**config.mk**
```make
export PLATFORM = sky130hd
export DESIGN_NAME = pscl_down_timer
export DESIGN_NICKNAME = d
export VERILOG_FILES = /design/src/rtl/tmr_pkg.sv /design/src/rtl/tmr_prescaler.sv /design/src/rtl/tmr_ctrl_reg.sv /design/src/rtl/tmr_counter.sv /design/src/rtl/pscl_down_timer.sv
export SDC_FILE = /design/constraint.sdc
export NUM_CORES = 1
export LEC_CHECK = 0
export BUFFER_PORTS_ARGS = -buffer_cell sky130_fd_sc_hd__buf_2
export CAP_MARGIN = 20
export CORE_ASPECT_RATIO = 0.6
export CORE_UTILIZATION = 48
export CTS_CLUSTER_DIAMETER = 200
export DETAILED_ROUTE_END_ITERATION = 6
export PLACE_DENSITY = 0.77
export SLEW_MARGIN = 20
export SYNTH_ARGS = -nofsm -noshare
export SYNTH_HDL_FRONTEND = slang
export SYNTH_SLANG_ARGS = --single-unit
```
**constraint.sdc**
```tcl
create_clock -name clk -period 2.75 [get_ports clk]
set_clock_uncertainty 0.05 [all_clocks]
set_input_delay 0.1375 -clock clk [delete_from_list [all_inputs] [get_ports clk]]
set_output_delay 0.1375 -clock clk [all_outputs]
set_load 0.05 [all_outputs]
```
**src/rtl/tmr_pkg.sv**
```systemverilog
package tmr_pkg;
    localparam int TMR_DW = 32;
    localparam int TMR_HW = 16;

    typedef enum logic [1:0] {
        SEL_LOAD   = 2'b00,
        SEL_BGLOAD = 2'b01,
        SEL_CTRL   = 2'b10,
        SEL_NONE   = 2'b11
    } reg_sel_e;

    typedef enum logic [1:0] {
        PRE_DIV1   = 2'b00,
        PRE_DIV16  = 2'b01,
        PRE_DIV256 = 2'b10,
        PRE_RSVD   = 2'b11
    } pre_code_e;

    typedef struct packed {
        logic      enable;
        logic      periodic;
        logic      inten;
        pre_code_e pre;
        logic      wide;
        logic      oneshot;
    } tmr_ctrl_t;

    localparam tmr_ctrl_t CTRL_RESET = '{enable: 1'b0, periodic: 1'b0, inten: 1'b1,
                                         pre: PRE_DIV1, wide: 1'b0, oneshot: 1'b0};

    function automatic tmr_ctrl_t ctrl_from_word(input logic [TMR_DW-1:0] w);
        tmr_ctrl_t c;
        c.enable   = w[7];
        c.periodic = w[6];
        c.inten    = w[5];
        c.pre      = pre_code_e'(w[3:2]);
        c.wide     = w[1];
        c.oneshot  = w[0];
        return c;
    endfunction

    function automatic logic [TMR_DW-1:0] ctrl_to_word(input tmr_ctrl_t c);
        logic [TMR_DW-1:0] w;
        w      = '0;
        w[7]   = c.enable;
        w[6]   = c.periodic;
        w[5]   = c.inten;
        w[3:2] = c.pre;
        w[1]   = c.wide;
        w[0]   = c.oneshot;
        return w;
    endfunction

    function automatic logic [TMR_DW-1:0] active_mask(input logic wide);
        return wide ? {TMR_DW{1'b1}} : {{(TMR_DW-TMR_HW){1'b0}}, {TMR_HW{1'b1}}};
    endfunction

    function automatic logic [TMR_DW-1:0] merge_active(input logic [TMR_DW-1:0] held,
                                                       input logic [TMR_DW-1:0] fresh,
                                                       input logic [TMR_DW-1:0] mask);
        return (held & ~mask) | (fresh & mask);
    endfunction
endpackage

```
**src/rtl/tmr_prescaler.sv**
```systemverilog
module tmr_prescaler
    import tmr_pkg::*;
#(
    parameter int MID_SHIFT  = 4,
    parameter int SLOW_SHIFT = 8
) (
    input  logic      clk,
    input  logic      rst,
    input  logic      restart,
    input  pre_code_e code,
    output logic      tick
);
    localparam int CNT_W = SLOW_SHIFT;

    logic [CNT_W-1:0] div_cnt;
    logic             mid_hit;
    logic             slow_hit;

    always_ff @(posedge clk) begin
        if (rst || restart) begin
            div_cnt <= '0;
        end else begin
            div_cnt <= div_cnt + 1'b1;
        end
    end

    generate
        if (MID_SHIFT > 0) begin : g_mid
            assign mid_hit = &div_cnt[MID_SHIFT-1:0];
        end else begin : g_mid_none
            assign mid_hit = 1'b1;
        end
    endgenerate

    assign slow_hit = &div_cnt;

    always_comb begin
        unique case (code)
            PRE_DIV1:  tick = 1'b1;
            PRE_DIV16: tick = mid_hit;
            default:   tick = slow_hit;
        endcase
    end
endmodule

```
**src/rtl/tmr_ctrl_reg.sv**
```systemverilog
module tmr_ctrl_reg
    import tmr_pkg::*;
(
    input  logic              clk,
    input  logic              rst,
    input  logic              wr,
    input  logic [TMR_DW-1:0] wdata,
    output tmr_ctrl_t         ctrl,
    output logic              pre_restart,
    output logic              start
);
    tmr_ctrl_t next_ctrl;

    assign next_ctrl   = ctrl_from_word(wdata);
    assign pre_restart = wr && (next_ctrl.pre != ctrl.pre);
    assign start       = wr && next_ctrl.enable;

    always_ff @(posedge clk) begin
        if (rst) begin
            ctrl <= CTRL_RESET;
        end else if (wr) begin
            ctrl <= next_ctrl;
        end
    end
endmodule

```
**src/rtl/tmr_counter.sv**
```systemverilog
module tmr_counter
    import tmr_pkg::*;
(
    input  logic              clk,
    input  logic              rst,
    input  tmr_ctrl_t         ctrl,
    input  logic              tick,
    input  logic              any_wr,
    input  logic              load_wr,
    input  logic              bg_wr,
    input  logic              start,
    input  logic              clr,
    input  logic [TMR_DW-1:0] wdata,
    output logic [TMR_DW-1:0] value,
    output logic [TMR_DW-1:0] load,
    output logic              raw
);
    logic [TMR_DW-1:0] mask;
    logic [TMR_DW-1:0] low;
    logic [TMR_DW-1:0] low_next;
    logic [TMR_DW-1:0] value_n;
    logic [TMR_DW-1:0] load_n;
    logic              armed;
    logic              armed_n;
    logic              step;
    logic              hit;

    assign mask = active_mask(ctrl.wide);
    assign low  = value & mask;
    assign step = ctrl.enable && armed && tick && !any_wr;

    always_comb begin
        value_n  = value;
        load_n   = load;
        armed_n  = armed;
        hit      = 1'b0;
        low_next = low;
        if (load_wr) begin
            load_n  = wdata;
            value_n = wdata;
            armed_n = ((wdata & mask) != '0) || !ctrl.periodic;
        end else begin
            if (bg_wr) begin
                load_n = wdata;
            end
            if (start) begin
                armed_n = 1'b1;
            end
            if (step) begin
                if (low != '0) begin
                    low_next = low - 1'b1;
                    if (low_next == '0) begin
                        hit = 1'b1;
                        if (ctrl.oneshot) begin
                            armed_n = 1'b0;
                        end
                    end
                end else if (ctrl.oneshot) begin
                    armed_n = 1'b0;
                end else if (ctrl.periodic) begin
                    low_next = load & mask;
                end else begin
                    low_next = mask;
                end
                value_n = merge_active(value, low_next, mask);
            end
        end
    end

    always_ff @(posedge clk) begin
        if (rst) begin
            value <= {TMR_DW{1'b1}};
            load  <= '0;
            armed <= 1'b1;
            raw   <= 1'b0;
        end else begin
            value <= value_n;
            load  <= load_n;
            armed <= armed_n;
            if (hit) begin
                raw <= 1'b1;
            end else if (clr) begin
                raw <= 1'b0;
            end
        end
    end
endmodule

```
**src/rtl/pscl_down_timer.sv**
```systemverilog
module pscl_down_timer
    import tmr_pkg::*;
#(
    parameter int MID_SHIFT  = 4,
    parameter int SLOW_SHIFT = 8
) (
    input  logic              clk,
    input  logic              rst,
    input  logic              wr_en,
    input  logic [1:0]        wr_sel,
    input  logic [TMR_DW-1:0] wr_data,
    input  logic              clr_int,
    output logic [TMR_DW-1:0] cur_count,
    output logic [TMR_DW-1:0] load_rd,
    output logic [TMR_DW-1:0] ctrl_rd,
    output logic              raw_int,
    output logic              masked_int
);
    reg_sel_e  sel;
    tmr_ctrl_t ctrl;
    logic      ctrl_wr;
    logic      load_wr;
    logic      bg_wr;
    logic      any_wr;
    logic      pre_restart;
    logic      start;
    logic      tick;

    assign sel     = reg_sel_e'(wr_sel);
    assign ctrl_wr = wr_en && (sel == SEL_CTRL);
    assign load_wr = wr_en && (sel == SEL_LOAD);
    assign bg_wr   = wr_en && (sel == SEL_BGLOAD);
    assign any_wr  = ctrl_wr || load_wr || bg_wr;

    tmr_ctrl_reg u_ctrl (
        .clk         (clk),
        .rst         (rst),
        .wr          (ctrl_wr),
        .wdata       (wr_data),
        .ctrl        (ctrl),
        .pre_restart (pre_restart),
        .start       (start)
    );

    tmr_prescaler #(
        .MID_SHIFT  (MID_SHIFT),
        .SLOW_SHIFT (SLOW_SHIFT)
    ) u_pre (
        .clk     (clk),
        .rst     (rst),
        .restart (pre_restart),
        .code    (ctrl.pre),
        .tick    (tick)
    );

    tmr_counter u_cnt (
        .clk     (clk),
        .rst     (rst),
        .ctrl    (ctrl),
        .tick    (tick),
        .any_wr  (any_wr),
        .load_wr (load_wr),
        .bg_wr   (bg_wr),
        .start   (start),
        .clr     (clr_int),
        .wdata   (wr_data),
        .value   (cur_count),
        .load    (load_rd),
        .raw     (raw_int)
    );

    assign ctrl_rd    = ctrl_to_word(ctrl);
    assign masked_int = raw_int && ctrl.inten;
endmodule

```
After elaboration in Yosys (flattened, before gate mapping) --
Index checks and enable logic that the tools add are counted.
Cells by class: add/subtract/negate cells 2, reductions and logical operators 25, bitwise gates (word level) 7, multiplexer cells 23, equal/unequal tests 4
Operator list (count):
- $mux W32 | 10
- $and A32 B32 Y32 | 5
- $reduce_bool A32 Y1 | 2
- $logic_not A32 Y1 | 1
- $not A32 Y32 | 1
- $or A32 B32 Y32 | 1
- $sub A32 B1 Y32 const B | 1
- $mux W1 | 12
- $logic_and A1 B1 Y1 | 9
- $add A8 B1 Y8 const B | 1
- $reduce_and A8 Y1 | 1
- $reduce_bool A2 Y1 | 3
- $eq A2 B1 Y1 const B | 2
- $logic_not A2 Y1 | 2
- $logic_or A1 B1 Y1 | 4
- $reduce_and A4 Y1 | 1
- $eq A2 B2 Y1 const B | 1
- $logic_not A1 Y1 | 2
- $ne A2 B2 Y1 | 1
- $pmux W1 S2 | 1
Storage, ports and cells: input bits 38, word-level logic and storage cells 72, output and inout bits 98, register bits after elaboration 81

Longest topological paths before layout --
Gate-level depths: netlist of the first run.
depth in word-level cells 12, mapped depth 11, gate-level depth less buffers 9

Modules after synthesis --
A second synthesis of the first run with hierarchy kept.
Second synthesis, totals: cells, all modules 643, area total of the unflattened synthesis 4884.7 um^2
Modules (own cells, without submodules):
- tmr_counter | seq. area each 1321.3 um^2, area an instance 4030.1 um^2, cells each 548, times used 1
- tmr_prescaler | seq. area each 160.2 um^2, area an instance 335.3 um^2, cells each 38, times used 1
- tmr_ctrl_reg | seq. area each 140.1 um^2, area an instance 284.0 um^2, cells each 26, times used 1
- pscl_down_timer | seq. area each 0.0 um^2, area an instance 235.2 um^2, cells each 31, times used 1

Worst setup path before layout of the first run --
No wires, ideal clock.
path type reg-to-reg, start point reg u_cnt.value[5], end point reg u_cnt.armed, period minus slack after synthesis 3247 ps, buffers on the path 2, data arrival time 3073 ps, required time 2575 ps, path slack -497 ps, cell stages (with the launch flop) 10, library setup time 125 ps, cell sequence dfxtp_1 -> buf_6 -> or4_4 -> or4_4 -> buf_6 -> or4b_1 -> a32oi_1 -> nand3b_1 -> nor4_2 -> o21ai_1
On the way: word-level cells in the longest chain between the ends 7, elaborated cells on any way between the ends 8, those cells by class add/sub: 1; mux: 4; bitwise: 1; reduce/logical: 2
Ends and longest elaborated chain:
- from (decl) | line tmr_counter.sv:14 | output logic [TMR_DW-1:0] value,
- from (signal assigned) | line tmr_counter.sv:72 | value <= {TMR_DW{1'b1}};
- from (signal assigned) | line tmr_counter.sv:77 | value <= value_n;
- $and A32 B32 Y32 * | line tmr_counter.sv:29 | assign low = value & mask;
- $sub A32 B1 Y32 | line tmr_counter.sv:51 | low_next = low - 1'b1;
- $logic_not A32 Y1 | line tmr_counter.sv:52 | if (low_next == '0) begin
- $mux W1 | line tmr_counter.sv:52
- $mux W1 * | line tmr_counter.sv:50 | if (low != '0) begin
- $mux W1 * | line tmr_counter.sv:49 | if (step) begin
- $mux W1 * | line tmr_counter.sv:38 | if (load_wr) begin
- to (signal assigned) | line tmr_counter.sv:79 | armed <= armed_n;
- to (decl) | line tmr_counter.sv:23 | logic armed;
Every way passes the cells marked *; elsewhere a longest branch is shown, timed or not. A chain may end at the register's enable or synchronous reset.

Final worst setup path of the first run --
Same ends and word-level chain as after synthesis.

==> reports/qor.txt, run 1 <==
Ys flop type -> dfxtp_1
DR vias -> 6523
Syn avg cell area -> 7.20 um2
Yosys warns -> 0
Final setup vio count -> 20
Ant diodes -> 0
VDD IR max -> 0.431 mV
Nets@finish -> 931
First-pass GRT wire length -> 31100 um
Pin count of the biggest net entering global routing -> 58
Seq/Total Area, Yosys -> 31.5%
CTS Root Cell -> clkbuf_16
Global placer's final weighted congestion -> 1.03
Worst skew pair latency -> 0.35 ns
1st-iter DRT viols -> 965
Rows -> 28
Clock Sinks -> 81
CTS buffer count -> 9
Post-DP HPWL -> 15800 um
Max Fanout on Critical Path -> 4
Synth Instances -> 714
Post-synth top area cell -> dfxtp_1
DRC errors left -> 13
CP arrival -> 3.10 ns
Worst Path Required -> 2.93 ns
Fraction of layout cells with a size suffix above 1 -> 33.9%
Leakage -> 2.84 nW
CTS H-tree depth -> 3
Status -> finished with violations
Ports -> 136
Most frequent CP cell -> or4_4
Port Buffers -> 110
WS Path Type -> reg -> reg
Failing checks -> DRC, setup timing
Post-synthesis cell area -> 5140 um2
Worst-path clk slew -> 0.07 ns
Synth cell types -> 63
EDFF count, synth -> 0
Synth top area share -> 31.5%
Initial antenna violation count -> 0
Period utilisation layout -> 106%
Core box area -> 10100 um2
Tightest Pin Transition -> 1.10 ns
Total gr overflow -> 0
CTS tree -> built
Ranking of synthesized cells by area -> dfxtp_1, a21oi_1, nand2_1
Global Route Usage Sum -> 37.4%
Relative slew slack -> 26.5%
RSZ-0062 raised after global routing -> true
Worst Setup Start Kind -> flip-flop
Ys async rst share -> 0%
Final Slew Violations -> 0
Routed Antenna Nets -> 0
PwrDens -> 469 nW/um2
Final hold vios -> 0
Final instance area -> 7010 um2
Max Fclk -> 342 MHz
Area growth from synthesis to layout -> 36.5%
CP cell instances -> or4_4, or4_4, or4_4, a32oi_2, o211ai_2, nor4_4, o21ai_1
Post-layout min period -> 2.92 ns
CP max stage cell -> or4_4
WL per Instance -> 21.1 um
Post-route setup slack -> -0.175 ns
Pre-CTS WS -> -0.249 ns
Pre-Repair DR Iteration Count -> 7
Yosys reg bits -> 81
TNS Setup -> -1.21 ns
Crit-path leading delay family -> simple AND/OR/NAND/NOR gates
Slowest stage delay, CP -> 0.53 ns
Dpl cell area -> 6350 um2
Starting Density -> 50.8%
Vias/cell -> 6.34
Max Cap Viol -> 0
Chip height -> 82.2 um
Total Die Area -> 11100 um2
Min-Delay Path Class -> in -> reg
Worst path bufs/invs -> 0
Overall routed net length -> 21700 um
Worst Setup End Kind -> flip-flop
Number of global-route vias before repair -> 5592
Die width -> 136 um
Hold WS -> 0.00660 ns
Overall Power -> 0.00329 W
Max clock buf depth -> 2
==> repair_timing <==
action	in CTS	in global routing
hold buffers	1	0
hold endpoints to repair	1	0
resized for setup	10	44
cloned	0	2
pin swaps	5	15
buffers inserted	3	12
endpoints found under the setup margin	7	23
==> through the flow <==
stage	std cells	util [%]
after floorplan	738	-
after global placement	996	62.7
after detailed placement	996	62.7
after CTS	1015	66.4
after global routing	1029	69.3
final	1029	69.3
==> final timing paths <==
path | start | to | slack (ns) | cells past startpoint
hold reg to reg | u_pre.div_cnt[0] | u_pre.div_cnt[0] | 0.41 | 1
hold / removal | wr_data[21] | u_cnt.load[21] | 0.007 | 3
setup / recovery | u_cnt.value[5] | u_cnt.armed | -0.17 | 7
setup reg to reg | u_cnt.value[5] | u_cnt.armed | -0.17 | 7
==> layout by cell type (no fill, tap or decap), types with 9 or more instances in the layout <==
master / instances
conb_1: 25
xnor2_1: 15
a21oi_2: 13
inv_1: 11
nand2_1: 115
clkbuf_16: 11
nand3_2: 9
nor3_1: 12
nor2b_1: 13
buf_4: 104
nand3_1: 29
nand2b_1: 18
nor2_1: 38
o21ai_1: 12
dfxtp_1: 74
o21ai_0: 28
a221oi_1: 16
buf_2: 111
a21oi_1: 77
nor4_1: 16
==> layout make-up <==
| cell class | instances | area [um2] |
|---|---|---|
| Clock buffer | 11 | 254 |
| Inverter | 11 | 41.3 |
| Fill cell | 842 | 3110 |
| Tap cell | 135 | 169 |
| Sequential cell | 81 | 1640 |
| Clock inverter | 5 | 43.8 |
| Multi-Input combinational cell | 563 | 3410 |
| Timing Repair Buffer | 223 | 1460 |
==> Yosys cell counts, drive strengths merged, types with 5 or more instances <==
master  instances
nor4b           5
nand2b         18
or3             5
xnor2          15
o21ai          41
nand2         115
nand4           8
dfxtp          81
a31oi           9
nor4           19
clkbuf         50
a221oi         16
o211ai          5
buf            33
nor2           40
inv            11
xor2            7
or4             7
nor2b          14
a21oi          91
o31ai           5
nor3b           5
and3            5
nor3           19
nand3          38
==> worst reg2reg max path, stage by stage, from the launching register on <==
cell and delay [ns]:
dfxtp_4 0.34, or4_4 0.51, or4_4 0.53, or4_4 0.53
a32oi_2 0.25, o211ai_2 0.16, nor4_4 0.33, o21ai_1 0.11
==> cells by family after synthesis <==
logic type / synth area share, %
AOI/OAI and AO/OA: 23.4
and+or+nand+nor: 30.6
other: 0.0730
DFF: 31.5
xor gates and xnor gates: 3.75
buffers and inverters: 9.15
adders and majority gates: 0.974
muxes: 0.414
==> power breakdown <==
group	leakage (nW)	switching, W	total [W]	internal (W)
registers	0.661	0.0000458	0.00128	0.00123
logic	2.03	0.000579	0.000797	0.000218
clock network	0.148	0.000534	0.00121	0.000681
==> metal layers <==
| layer | vias up | track usage (%) | wire, um |
|---|---|---|---|
| met2 | 568 | 50.7 | 8580 |
| li1 | 2866 | - | - |
| met3 | 57 | 16.7 | 3770 |
| met1 | 3032 | 52.7 | 8980 |
| met5 | - | 0 | 0 |
| met4 | 0 | 8.76 | 356 |
No activity file was read; power rests on OpenSTA's default activity.
==> run 2, diff against run 1 <==
--- a/config.mk
+++ b/config.mk
@@ -12,6 +12,7 @@
 export CTS_CLUSTER_DIAMETER = 200
 export DETAILED_ROUTE_END_ITERATION = 6
 export PLACE_DENSITY = 0.77
+export SKIP_LAST_GASP = 1
 export SLEW_MARGIN = 20
 export SYNTH_ARGS = -nofsm -noshare
 export SYNTH_HDL_FRONTEND = slang
==> reports/qor.txt, run 2 (same netlist as run 1, synthesis figures left out) <==
VDD IR max -> 0.430 mV (-0.25%)
Number of global-route vias before repair -> 5592 (unchanged)
WS Path Type -> reg -> reg
Max Fclk -> 343 MHz (+0.39%)
RSZ-0062 raised after global routing -> true
PwrDens -> 470 nW/um2 (+0.20%)
Post-layout min period -> 2.91 ns (-0.0114 ns)
Fraction of layout cells with a size suffix above 1 -> 33.3% (-0.56 points)
CTS buffer count -> 9 (unchanged)
Max clock buf depth -> 2 (unchanged)
Crit path launch -> u_cnt.value[5]
Crit-path leading delay family -> simple AND/OR/NAND/NOR gates
Initial antenna violation count -> 1 (+1)
WL per Instance -> 21.0 um (-0.27%)
Worst R2R Start -> u_cnt.value[5]
CP arrival -> 3.09 ns (about the same)
CTS tree -> built
Min-Delay Path Class -> in -> reg
Ant diodes -> 0 (unchanged)
Worst path bufs/invs -> 0 (unchanged)
Worst Path Required -> 2.92 ns (about the same)
Max Fanout on Critical Path -> 4 (unchanged)
Worst Setup Start Kind -> flip-flop
Final instance area -> 6990 um2 (-0.39%)
First-pass GRT wire length -> 31100 um (unchanged)
Final Slew Violations -> 0 (unchanged)
Port Buffers -> 110 (unchanged)
Final hold vios -> 0 (unchanged)
Combinational power share -> 24.2% (about the same)
Core box area -> 10100 um2 (unchanged)
Worst Setup End Kind -> flip-flop
Post-DP HPWL -> 15800 um (unchanged)
Ports -> 136 (unchanged)
Area growth from synthesis to layout -> 35.9%
Total gr overflow -> 0 (unchanged)
Worst Hold Depth -> 3 (unchanged)
DRC errors left -> 0 (-13)
Die width -> 136 um (unchanged)
DR vias -> 6467 (-0.86%)
Finished Core Util -> 69.0% (-0.27 points)
Fillers -> 853 (+1.3%)
CTS Root Cell -> clkbuf_16
Period utilisation layout -> 106% (-0.41 points)
Pre-Repair DR Iteration Count -> 7 (unchanged)
Chip height -> 82.2 um (unchanged)
Dpl cell area -> 6350 um2 (unchanged)
1st-iter DRT viols -> 944 (-2.2%)
Commonest non-fill, non-tap cells in the layout -> nand2_1, buf_2, buf_4
Worst skew pair latency -> 0.35 ns (about the same)
Reg2Reg Capture Point -> u_cnt.armed
CP cell instances -> or4_4, or4_4, or4_4, a32oi_2, o211ai_2, nor4_4, o21ai_1
Starting Density -> 50.8% (unchanged)
CP max stage cell -> or4_4
WHS Endpoint -> u_cnt.load[21]
Sw Share -> 35.1% (-0.098 points)
Relative slew slack -> 25.6% (-0.86 points)
Clock Sinks -> 81 (unchanged)
Clock power share -> 36.9% (about the same)
P_sw -> 0.00115 W (-0.47%)
Worst hold path startpoint -> wr_data[21]
Routed Antenna Nets -> 0 (unchanged)
Most frequent CP cell -> or4_4
Final setup vio count -> 20 (unchanged)
Failing checks -> setup timing
Pint -> 0.00213 W (about the same)
Rows -> 28 (unchanged)
R2r setup slk -> -0.16 ns (about the same)
Status -> finished with violations
Vias/cell -> 6.28 (-0.86%)
Max Cap Viol -> 0 (unchanged)
Reg2Reg Depth -> 7 (unchanged)
Global Route Usage Sum -> 37.4% (unchanged)
Sequential group share of total power -> 38.9% (about the same)
Overall routed net length -> 21600 um (-0.27%)
Tightest Pin Transition -> 1.12 ns (+0.0129 ns)
Slowest stage delay, CP -> 0.53 ns (about the same)
Post-route setup slack -> -0.163 ns (+0.0114 ns)
Commonest non-fill, non-tap cell in the layout -> nand2_1
Pin count of the biggest net entering global routing -> 58 (unchanged)
Worst-path clk slew -> 0.07 ns (about the same)
Global placer's final weighted congestion -> 1.03 (unchanged)
Nets@finish -> 931 (unchanged)
Leakage -> 2.83 nW (-0.26%)
Total Die Area -> 11100 um2 (unchanged)
CTS H-tree depth -> 3 (unchanged)
[run 2: final cells by class]
class / count / area (um2) / share of cell area (%)
Timing Repair Buffer: 223 / 1450 / 20.8
Clock buffer: 11 / 254 / 3.64
Sequential cell: 81 / 1640 / 23.4
Inverter: 11 / 41.3 / 0.591
Multi-Input combinational cell: 563 / 3390 / 48.5
Clock inverter: 5 / 43.8 / 0.627
Tap cell: 135 / 169 / 2.42
[run 2: worst min-delay path, stage by stage]
cell and delay (ns):
buf_2 0.11, nand2_1 0.05, a21oi_1 0.05
[run 2: worst max-delay path by stage]
stage                             end  cells past startpoint
final                     u_cnt.armed                      7
after global routing      u_cnt.armed                      7
after CTS                 u_cnt.armed                      7
after detailed placement  u_cnt.armed                      7
after global placement      u_cnt.raw                      7
after floorplan           u_cnt.armed                      9
[run 2: timing repair]
action                                 CTS  global route
gates cloned                             0             2
hold buffers                             1             0
pin swaps                                5            14
resized for setup                       10            31
setup endpoints to repair                7            23
buffers inserted                         3            12
endpoints found under the hold margin    1             0
[run 2: stage by stage]
stage | instances | setup TNS, ns | total power, W | hold slack (ns) | worst slack [ns]
after floorplan | 738 | -2.41 | 0.00182 | 0.197 | -0.275
after global placement | 996 | -0.453 | 0.00203 | 0.347 | -0.164
after detailed placement | 996 | -0.649 | 0.00205 | 0.346 | -0.249
after CTS | 1015 | -0.220 | 0.00325 | 0.00249 | -0.119
after global routing | 1029 | -2.81 | 0.00338 | 0.0112 | -0.215
final | 1029 | -1.24 | 0.00328 | 0.00611 | -0.163
[run 2: layer usage]
| layer | up-vias | share of wire [%] | GRT usage, % | wire length [um] |
|---|---|---|---|---|
| li1 | 2857 | - | - | - |
| met1 | 3020 | 42 | 52.7 | 8990 |
| met2 | 530 | 40 | 50.7 | 8600 |
| met3 | 60 | 17 | 16.7 | 3640 |
| met4 | 0 | 1.8 | 8.76 | 393 |
| met5 | - | 0 | 0 | 0 |
[run 2: power groups by stage]
stage                     Clock [W]  Combinational (W)  Sequential (W)
after floorplan                   0           0.000332         0.00149
after global placement            0           0.000737         0.00130
after detailed placement          0           0.000745         0.00130
after CTS                   0.00122           0.000752         0.00127
after global routing        0.00127           0.000828         0.00128
final                       0.00121           0.000794         0.00128
==> run 3, diff against run 2 <==
--- a/config.mk
+++ b/config.mk
@@ -5,13 +5,14 @@
 export SDC_FILE = /design/constraint.sdc
 export NUM_CORES = 1
 export LEC_CHECK = 0
+export ABC_AREA = 1
 export BUFFER_PORTS_ARGS = -buffer_cell sky130_fd_sc_hd__buf_2
 export CAP_MARGIN = 20
-export CORE_ASPECT_RATIO = 0.6
-export CORE_UTILIZATION = 48
+export CORE_ASPECT_RATIO = 0.9
+export CORE_UTILIZATION = 49
 export CTS_CLUSTER_DIAMETER = 200
 export DETAILED_ROUTE_END_ITERATION = 6
-export PLACE_DENSITY = 0.77
+export PLACE_DENSITY = 0.87
 export SKIP_LAST_GASP = 1
 export SLEW_MARGIN = 20
 export SYNTH_ARGS = -nofsm -noshare
==> reports/qor.txt, run 3 <==
Status -> completed
Pin count of the biggest net entering global routing -> 51 (-12%)
Max Fclk -> 405 MHz (+18%)
Ys flop type -> dfxtp_1
CP cell instances -> inv_1, ha_1, inv_1, nor3_1, nand2_1, nand2_1, nand2_1, nor2_1, nand2_1, nor2_1, nand2_1, nand2_1, nand2_1, nand2_1, nand2_1
Yosys warns -> 0 (unchanged)
Nets@finish -> 965 (+3.7%)
Ports -> 136 (unchanged)
Port Buffers -> 110 (unchanged)
CP arrival -> 2.64 ns (-0.45 ns)
Synth cell types -> 39 (-38%)
Total Die Area -> 11000 um2 (-1.2%)
CTS tree -> built
Global Route Usage Sum -> 29.9% (-7.5 points)
Post-synthesis cell area -> 5190 um2 (+0.97%)
PwrDens -> 564 nW/um2 (+20%)
Vias/cell -> 5.51 (-12%)
Clock Sinks -> 81 (unchanged)
Most frequent CP cell -> nand2_1
Final instance area -> 6070 um2 (-13%)
Routed Antenna Nets -> 0 (unchanged)
First-pass GRT wire length -> 26500 um (-15%)
Commonest non-fill, non-tap cells in the layout -> nand2_1, nor2_1, buf_2
Pre-Repair DR Iteration Count -> 5 (-2)
Worst path bufs/invs -> 2 (+2)
Total gr overflow -> 0 (unchanged)
Hold buffers post-CTS -> 0 (-1)
Crit-path leading delay family -> simple AND/OR/NAND/NOR gates
Final hold vios -> 0 (unchanged)
Global placer's final weighted congestion -> 0.973 (-5.3%)
Count leader, synth -> nand2_1
CTS Root Cell -> clkbuf_16
DRC errors left -> 0 (unchanged)
Die width -> 110 um (-19%)
Gates resized, CTS repair -> 0 (-10)
Worst Setup Start Kind -> flip-flop
Max Fanout on Critical Path -> 7 (+3)
Synth Instances -> 820 (+15%)
Fraction of layout cells with a size suffix above 1 -> 19.8% (-13 points)
Post-synth top cells -> nand2_1, nor2_1, dfxtp_1
DR vias -> 5820 (-10%)
Yosys reg bits -> 81 (unchanged)
Worst hold path startpoint -> wr_data[28]
Worst skew pair latency -> 0.34 ns (about the same)
WL per Instance -> 15.6 um (-26%)
CTS H-tree depth -> 3 (unchanged)
Tightest Pin Transition -> 1.01 ns (-0.102 ns)
Final Slew Violations -> 0 (unchanged)
Relative slew slack -> 32.4% (+6.7 points)
Post-layout min period -> 2.47 ns (-0.445 ns)
Initial antenna violation count -> 0 (-1)
CP max stage cell -> nor3_1
Leakage -> 3.03 nW (+7.0%)
Chip height -> 99.6 um (+21%)
Commonest non-fill, non-tap cell in the layout -> nand2_1
Seq/Total Area, Yosys -> 31.2% (-0.30 points)
TNS Setup -> 0 ns (+1.24 ns)
Period utilisation layout -> 89.7% (-16 points)
RSZ-0062 raised after global routing -> false
Number of global-route vias before repair -> 5221 (-6.6%)
Area growth from synthesis to layout -> 16.9%
Worst Path Required -> 2.93 ns (about the same)
Synth top area share -> 31.2% (-0.30 points)
Crit path launch -> u_cnt.value[0]
Max Cap Viol -> 0 (unchanged)
1st-iter DRT viols -> 473 (-50%)
Post-synth top area cell -> dfxtp_1
Ys async rst share -> 0% (unchanged)
WS Path Type -> reg -> reg
Dpl cell area -> 5750 um2 (-9.5%)
Setup Fix Bufs, Post-CTS -> 0 (-3)
Min-Delay Path Class -> in -> reg
Slowest stage delay, CP -> 0.52 ns (about the same)
Syn avg cell area -> 6.33 um2 (-12%)
Final setup vio count -> 0 (-100%)
Ant diodes -> 0 (unchanged)
Core box area -> 10300 um2 (+1.6%)
EDFF count, synth -> 0 (unchanged)
Max clock buf depth -> 2 (unchanged)
Ranking of synthesized cells by area -> dfxtp_1, nand2_1, nor2_1
Post-DP HPWL -> 12300 um (-22%)
Starting Density -> 50.4% (-0.33 points)
Worst Setup End Kind -> flip-flop
Worst R2R Start -> u_cnt.value[0]
Worst-path clk slew -> 0.06 ns (about the same)
VDD IR max -> 0.326 mV (-24%)
Rows -> 35 (+25%)
Overall routed net length -> 16500 um (-24%)
CTS buffer count -> 9 (unchanged)
## run 3: layout make-up
cell class / count / area (um2)
Clock inverter: 4 / 76.3
Clock buffer: 11 / 243
Tap cell: 129 / 161
Fill cell: 1012 / 4230
Inverter: 76 / 287
Sequential cell: 81 / 1620
Timing Repair Buffer: 125 / 663
Multi-Input combinational cell: 630 / 3010
## run 3: power breakdown
| group | switching (W) | internal [W] |
|---|---|---|
| Sequential | 0.0000782 | 0.00124 |
| Clock | 0.000504 | 0.000820 |
| Combinational | 0.000595 | 0.000183 |
| Total | 0.00118 | 0.00225 |
## run 3: worst paths after layout
check        slack, ns          endpoint  cells after the start
max               0.28       u_cnt.armed                     15
min               0.01         flip-flop                      3
max reg2reg       0.28       u_cnt.armed                     15
min reg2reg       0.40  u_pre.div_cnt[0]                      1
## run 3: logic make-up (layout without fill, tap and decap cells)
family                     after synthesis  in the layout  synth area share (%)
adders and majority gates                4              4                 0.964
and+or+nand+nor                        468            468                  39.2
AOI/OAI and AO/OA                      128            128                  15.2
other                                    1             25                0.0723
buffers and inverters                  133            216                  12.4
DFF                                     81             81                  31.2
xor gates and xnor gates                 5              5                 0.844
## run 3: routing by layer
layer  GRT usage, %  share of wire [%]  up-vias
met5              0                  0        -
met4           9.85                2.5        0
met3           6.46                9.6       37
met2           45.8                 42      296
met1           41.6                 46     2644
li1               -                  -     2843
## run 3: stage by stage
| stage | utilization, % | total power, W | hold WS, ns | setup slack [ns] | instances |
|---|---|---|---|---|---|
| 2_1_floorplan | - | 0.00193 | 0.166 | 0.363 | 844 |
| 3_3_place_gp | 55.8 | 0.00210 | 0.338 | 0.279 | 1041 |
| 3_5_place_dp | 55.8 | 0.00211 | 0.348 | 0.256 | 1041 |
| 4_1_cts | 58.9 | 0.00341 | 0.00424 | 0.226 | 1056 |
| 5_1_grt | 58.9 | 0.00353 | 0.0220 | 0.0895 | 1056 |
| 6_report | 58.9 | 0.00342 | 0.0109 | 0.282 | 1056 |
## run 3: worst min-delay path: cells and delay by family
family / cells / cell delay (ns)
and+or+nand+nor: 2 / 0.12
buffers and inverters: 1 / 0.10
